$ cat config.mk
export PLATFORM = sky130hd
export DESIGN_NAME = rcp_seed_unit
export DESIGN_NICKNAME = d
export VERILOG_FILES = /design/src/rtl/rcp_pkg.sv /design/src/rtl/rcp_opclass.sv /design/src/rtl/rcp_seed_rom.sv /design/src/rtl/rcp_resolve.sv /design/src/rtl/rcp_seed_unit.sv
export SDC_FILE = /design/constraint.sdc
export NUM_CORES = 1
export LEC_CHECK = 0
export BUFFER_PORTS_ARGS = -buffer_cell sky130_fd_sc_hd__buf_4
export CAP_MARGIN = 15
export CORE_UTILIZATION = 45
export DETAILED_ROUTE_END_ITERATION = 16
export PLACE_DENSITY = 0.72
export SETUP_SLACK_MARGIN = 0.4
export SYNTH_ARGS = -nofsm -noshare
export SYNTH_HDL_FRONTEND = slang
export SYNTH_HIERARCHICAL = 1
export SYNTH_SLANG_ARGS = --single-unit
$ cat constraint.sdc
create_clock -name clk -period 2.2 [get_ports clk]
set_input_delay 0.22 -clock clk [delete_from_list [all_inputs] [get_ports clk]]
set_output_delay 0.22 -clock clk [all_outputs]
set_load 0.02 [all_outputs]
$ cat src/rtl/rcp_pkg.sv
package rcp_pkg;

  localparam int EXP_W = 17;
  localparam int SIG_W = 64;

  localparam logic [EXP_W-1:0] EXP_ONES = {EXP_W{1'b1}};
  localparam logic [EXP_W-1:0] EXP_BIAS = {1'b0, {(EXP_W-1){1'b1}}};
  // Smallest divisor exponent whose reciprocal no longer has a positive biased exponent.
  localparam logic [EXP_W-1:0] EXP_LIMIT = EXP_W'((2 * int'(EXP_BIAS)) - 1);

  typedef struct packed {
    logic             sign;
    logic [EXP_W-1:0] exp;
    logic [SIG_W-1:0] sig;
  } fpx_t;

  typedef struct packed {
    logic is_zero;
    logic is_inf;
    logic is_nan;
  } opcls_t;

  // Rounded fraction of 2/(1 + (i+0.5)/2^idx_w), scaled by 2^ent_w, computed in integers.
  function automatic int unsigned seed_entry(input int i, input int idx_w, input int ent_w);
    longint unsigned num;
    longint unsigned den;
    longint unsigned q;
    num = longint'(1) << (idx_w + ent_w + 3);
    den = (longint'(1) << (idx_w + 1)) + longint'(2 * i + 1);
    q   = (num + den) / (2 * den);
    return int'(q - (longint'(1) << ent_w));
  endfunction

  // Biased exponent of the reciprocal when the seed significand lies in [1,2).
  function automatic logic [EXP_W-1:0] recip_exp(input logic [EXP_W-1:0] e);
    return EXP_LIMIT - e;
  endfunction

  function automatic fpx_t make_inf(input logic s);
    fpx_t r;
    r.sign = s;
    r.exp  = EXP_ONES;
    r.sig  = {1'b1, {(SIG_W-1){1'b0}}};
    return r;
  endfunction

  function automatic fpx_t make_zero(input logic s);
    fpx_t r;
    r.sign = s;
    r.exp  = '0;
    r.sig  = '0;
    return r;
  endfunction

  function automatic fpx_t make_qnan(input fpx_t x);
    fpx_t r;
    r = x;
    r.sig[SIG_W-2] = 1'b1;
    return r;
  endfunction

  function automatic fpx_t default_nan();
    fpx_t r;
    r.sign = 1'b1;
    r.exp  = EXP_ONES;
    r.sig  = {2'b11, {(SIG_W-2){1'b0}}};
    return r;
  endfunction

endpackage

$ cat src/rtl/rcp_opclass.sv
module rcp_opclass
  import rcp_pkg::*;
(
  input  fpx_t   op,
  output opcls_t cls
);

  logic exp_max;
  logic frac_zero;

  assign exp_max     = (op.exp == EXP_ONES);
  assign frac_zero   = (op.sig[SIG_W-2:0] == '0);
  assign cls.is_zero = (op.exp == '0) && (op.sig == '0);
  assign cls.is_inf  = exp_max && frac_zero;
  assign cls.is_nan  = exp_max && !frac_zero;

endmodule

$ cat src/rtl/rcp_seed_rom.sv
module rcp_seed_rom #(
  parameter int IDX_W = 8,
  parameter int ENT_W = 10
) (
  input  logic [IDX_W-1:0] idx,
  output logic [ENT_W-1:0] entry
);

  localparam int DEPTH = 1 << IDX_W;

  logic [ENT_W-1:0] table_q [DEPTH];

  for (genvar g = 0; g < DEPTH; g++) begin : g_ent
    assign table_q[g] = ENT_W'(rcp_pkg::seed_entry(g, IDX_W, ENT_W));
  end

  assign entry = table_q[idx];

endmodule

$ cat src/rtl/rcp_resolve.sv
module rcp_resolve
  import rcp_pkg::*;
#(
  parameter int ENT_W = 10
) (
  input  fpx_t             a,
  input  fpx_t             b,
  input  opcls_t           ca,
  input  opcls_t           cb,
  input  logic             a_tag,
  input  logic             b_tag,
  input  logic [ENT_W-1:0] entry,
  output fpx_t             res,
  output logic             nat,
  output logic             pred,
  output logic             ev_tag,
  output logic             ev_nan,
  output logic             ev_invalid,
  output logic             ev_inf,
  output logic             ev_zero,
  output logic             ev_seed
);

  localparam int PAD_W = SIG_W - 1 - ENT_W;

  logic qsign;
  logic tiny;

  assign qsign = a.sign ^ b.sign;
  assign tiny  = (b.exp >= EXP_LIMIT);

  always_comb begin
    res        = make_zero(1'b0);
    nat        = 1'b0;
    pred       = 1'b0;
    ev_tag     = 1'b0;
    ev_nan     = 1'b0;
    ev_invalid = 1'b0;
    ev_inf     = 1'b0;
    ev_zero    = 1'b0;
    ev_seed    = 1'b0;
    if (a_tag || b_tag) begin
      nat    = 1'b1;
      ev_tag = 1'b1;
    end else if (ca.is_nan) begin
      res    = make_qnan(a);
      ev_nan = 1'b1;
    end else if (cb.is_nan) begin
      res    = make_qnan(b);
      ev_nan = 1'b1;
    end else if ((ca.is_zero && cb.is_zero) || (ca.is_inf && cb.is_inf)) begin
      res        = default_nan();
      ev_invalid = 1'b1;
    end else if (cb.is_zero || ca.is_inf) begin
      res    = make_inf(qsign);
      ev_inf = 1'b1;
    end else if (ca.is_zero || cb.is_inf || tiny) begin
      res     = make_zero(qsign);
      ev_zero = 1'b1;
    end else begin
      res.sign = b.sign;
      res.exp  = recip_exp(b.exp);
      res.sig  = {1'b1, entry, {PAD_W{1'b0}}};
      pred     = 1'b1;
      ev_seed  = 1'b1;
    end
  end

endmodule

$ cat src/rtl/rcp_seed_unit.sv
module rcp_seed_unit #(
  parameter int IDX_W = 8,
  parameter int ENT_W = 10
) (
  input  logic        clk,
  input  logic        rst_n,
  input  logic        qp,
  input  logic        a_sign,
  input  logic [16:0] a_exp,
  input  logic [63:0] a_sig,
  input  logic        a_tag,
  input  logic        b_sign,
  input  logic [16:0] b_exp,
  input  logic [63:0] b_sig,
  input  logic        b_tag,
  output logic        res_nat,
  output logic        res_sign,
  output logic [16:0] res_exp,
  output logic [63:0] res_sig,
  output logic        res_we,
  output logic        res_pred
);
  import rcp_pkg::*;

  localparam int IDX_HI = SIG_W - 2;
  localparam int IDX_LO = SIG_W - 1 - IDX_W;

  fpx_t             op_a;
  fpx_t             op_b;
  opcls_t           cls_a;
  opcls_t           cls_b;
  logic [IDX_W-1:0] seed_idx;
  logic [ENT_W-1:0] seed_val;
  fpx_t             nxt_res;
  logic             nxt_nat;
  logic             nxt_pred;

  // Named events for the checker
  logic ev_tag, ev_nan, ev_invalid, ev_inf, ev_zero, ev_seed;

  assign op_a     = '{sign: a_sign, exp: a_exp, sig: a_sig};
  assign op_b     = '{sign: b_sign, exp: b_exp, sig: b_sig};
  assign seed_idx = b_sig[IDX_HI:IDX_LO];

  rcp_opclass u_cls_a (.op(op_a), .cls(cls_a));
  rcp_opclass u_cls_b (.op(op_b), .cls(cls_b));

  rcp_seed_rom #(.IDX_W(IDX_W), .ENT_W(ENT_W)) u_rom (
    .idx  (seed_idx),
    .entry(seed_val)
  );

  rcp_resolve #(.ENT_W(ENT_W)) u_resolve (
    .a         (op_a),
    .b         (op_b),
    .ca        (cls_a),
    .cb        (cls_b),
    .a_tag     (a_tag),
    .b_tag     (b_tag),
    .entry     (seed_val),
    .res       (nxt_res),
    .nat       (nxt_nat),
    .pred      (nxt_pred),
    .ev_tag    (ev_tag),
    .ev_nan    (ev_nan),
    .ev_invalid(ev_invalid),
    .ev_inf    (ev_inf),
    .ev_zero   (ev_zero),
    .ev_seed   (ev_seed)
  );

  always_ff @(posedge clk or negedge rst_n) begin
    if (!rst_n) begin
      res_nat  <= 1'b0;
      res_sign <= 1'b0;
      res_exp  <= '0;
      res_sig  <= '0;
      res_we   <= 1'b0;
      res_pred <= 1'b0;
    end else begin
      res_we   <= qp;
      res_pred <= qp & nxt_pred;
      if (qp) begin
        res_nat  <= nxt_nat;
        res_sign <= nxt_res.sign;
        res_exp  <= nxt_res.exp;
        res_sig  <= nxt_res.sig;
      end
    end
  end

endmodule

==> impl_results.md <==
* Status: finished with violations
* Failing checks: negative setup slack
* Core area at around 17000 um2
* Die W at 135 um
* HPWL reported at the end of detailed placement at 24300 um
* Fmax at 0.406 GHz
* DRC errors left at 0
* Cts bufs inserted at 9
* Setup WS post-layout at -262 ps
* Syn_area_per_cell at 8.94 um2
* Share of layout cells above drive strength 1 at 0.521
* Most common cell after layout, fill and taps aside: buf_4
* Synthesized cell area at 8000 um2
* H-Tree Depth at 3
* Final Max Slew Viols at 0
* Crit path buf inv count at 3
* Die height at 135 um
* Rel. slew slack at 0.606
* Remaining antenna violation count at 0
* Placer Congestion at slightly below 1
* Final-report setup violation count at 83
* Detailed Route Iter0 Violations at around 1200
* Num Clock Sinks at between 80 and 90
* Register share of total power at 0.328
* Sw power at 1.66 mW
* Crit path max fanout at 4
* Worst-path clk slew at approximately 80 ps
* Cell internal pwr at 3.31 mW
* RSZ-0062 raised after global routing: true
* WL final at between 30000 and 40000 um
* Crit path kind: input port to register
* Minimum hold slack at 234 ps
* Die area at between 15000 and 20000 um2
* CP endpoint kind: register
* Switching Share at 0.334
* CP Launch Type: input port
* I/O Pins at roughly 250
* DR vias at about 10000
* Synth Net Count at 1083
* Global route overflow at 0
* GRT Overall Usage at 0.356
* Combinational share of power at 0.332
* Clock period minus worst slack at 2460 ps
* Clk pwr share at 0.340
* Tightest Hold Check Type: input port to register
* DR pass1 iterations at 6
* Initial antenna violation count at 0
* Tightest Pin Transition at a little under 600 ps
* Clock root buffer: clkbuf_16
* CP max-delay cell: or3_4
* Leakage at between 6 and 7 nW
* Crit-path cells: buf_4 > nor4_1 > nand4_1 > or3_4 > nor4_4 > buf_4 > buf_6 > nor2_4 > a21oi_2 > a21oi_2 > xor2_1 > a221oi_2 > mux2_4
* Clock Path Buffers at 2
* Pin count of the biggest net entering global routing at 52
* Setup TNS at -14010 ps
* Critical Path RT at 2440 ps
* Most frequent cells in the layout: 451 x buf_4, 85 x dfrtp_1, 71 x mux2_4
* Initial Utilization at 0.461
* Vias in the first global route at 9218
* PwrDens at 386 nW/um2
* Final hold viol count at 0
* Routed WL per cell at between 20 and 25 um
* N_diodes at 0
* Crit path largest cell delay at 420 ps
* Peak supply drop at 0.000430 V
* # port buffers at between 200 and 300
* Yosys warnings at 6
* Area Overhead vs Synth at 60.8%
* TritonCTS clock tree: done
* Cell count after synthesis at 895
* Worst-Skew Late Latency at 350 ps
* Fin nets at 1516
* Worst path top cell family by delay: simple AND/OR/NAND/NOR gates
* Max-cap violations at 0
* Vias per inst at approximately 6.4
* First-pass GRT wire length at 50500 um
* Site Rows at 48
* WP data arrival at about 2700 ps
* Fin Clk Skew at 0 ps
* Fin crit share at 1.12
-- metal layers --
metal / vias up / part of all wire / GRT usage
li1: 4337 / - / -
met1: 4751 / 0.38 / 0.453
met2: 770 / 0.47 / 0.594
met3: 188 / 0.096 / 0.0715
met4: 0 / 0.057 / 0.133
met5: - / 0 / 0
-- final cells by class --
class,instances,area [um2]
flip-flops and latches,85,2130
multi-input cells,716,5850
inverters,15,65.1
fillers,1226,4490
repair buffers,501,4230
clock inverters,7,91.3
well taps,225,282
clock buffers,9,225
-- what timing repair did --
item	CTS	global route
endpoints found under the hold margin	37	0
resized for setup	44	67
pin swaps	22	50
endpoints found under the setup margin	83	83
hold buffers	1	0
buffers inserted	8	3
cloned	4	11
-- worst paths after layout --
kind / endpoint / slack (ps) / start / depth (start not counted)
max in group asynchronous: res_sig[51] / 1100 / rst_n / 3
setup reg to reg: res_sig[62] / 1370 / res_sig[62] / 1
min in group asynchronous: res_exp[10] / 420 / rst_n / 2
hold / removal: res_sig[33] / 230 / b_sig[33] / 3
hold reg to reg: res_sig[8] / 520 / res_sig[8] / 1
setup / recovery: res_sign / -260 / b_sig[42] / 13
-- sequential cells by signal (all words and copies together), names as in the netlist --
signal	cells
res_sig	64
res_sign	1
res_pred	1
res_nat	1
res_we	1
res_exp	17
-- power by group through the flow --
stage	Clock [mW]	Sequential (mW)	Combinational, mW
after floorplan	0	1.70	0.634
after global placement	0	1.66	1.52
after detailed placement	0	1.66	1.53
after CTS	1.67	1.63	1.57
after global routing	1.75	1.63	1.74
final	1.69	1.63	1.65
-- per-stage QoR --
step / utilization / instances / instance area, um2 / power (mW) / worst slack, ps
after floorplan: - / 895 / 8110 / 2.34 / -353
after global placement: 0.671 / 1515 / 11600 / 3.17 / -758
after detailed placement: 0.671 / 1515 / 11600 / 3.19 / -745
after CTS: 0.712 / 1544 / 12400 / 4.86 / -126
after global routing: 0.741 / 1558 / 12900 / 5.13 / -300
final: 0.741 / 1558 / 12900 / 4.97 / -262
Note: power is estimated with default switching activity, not from simulation.
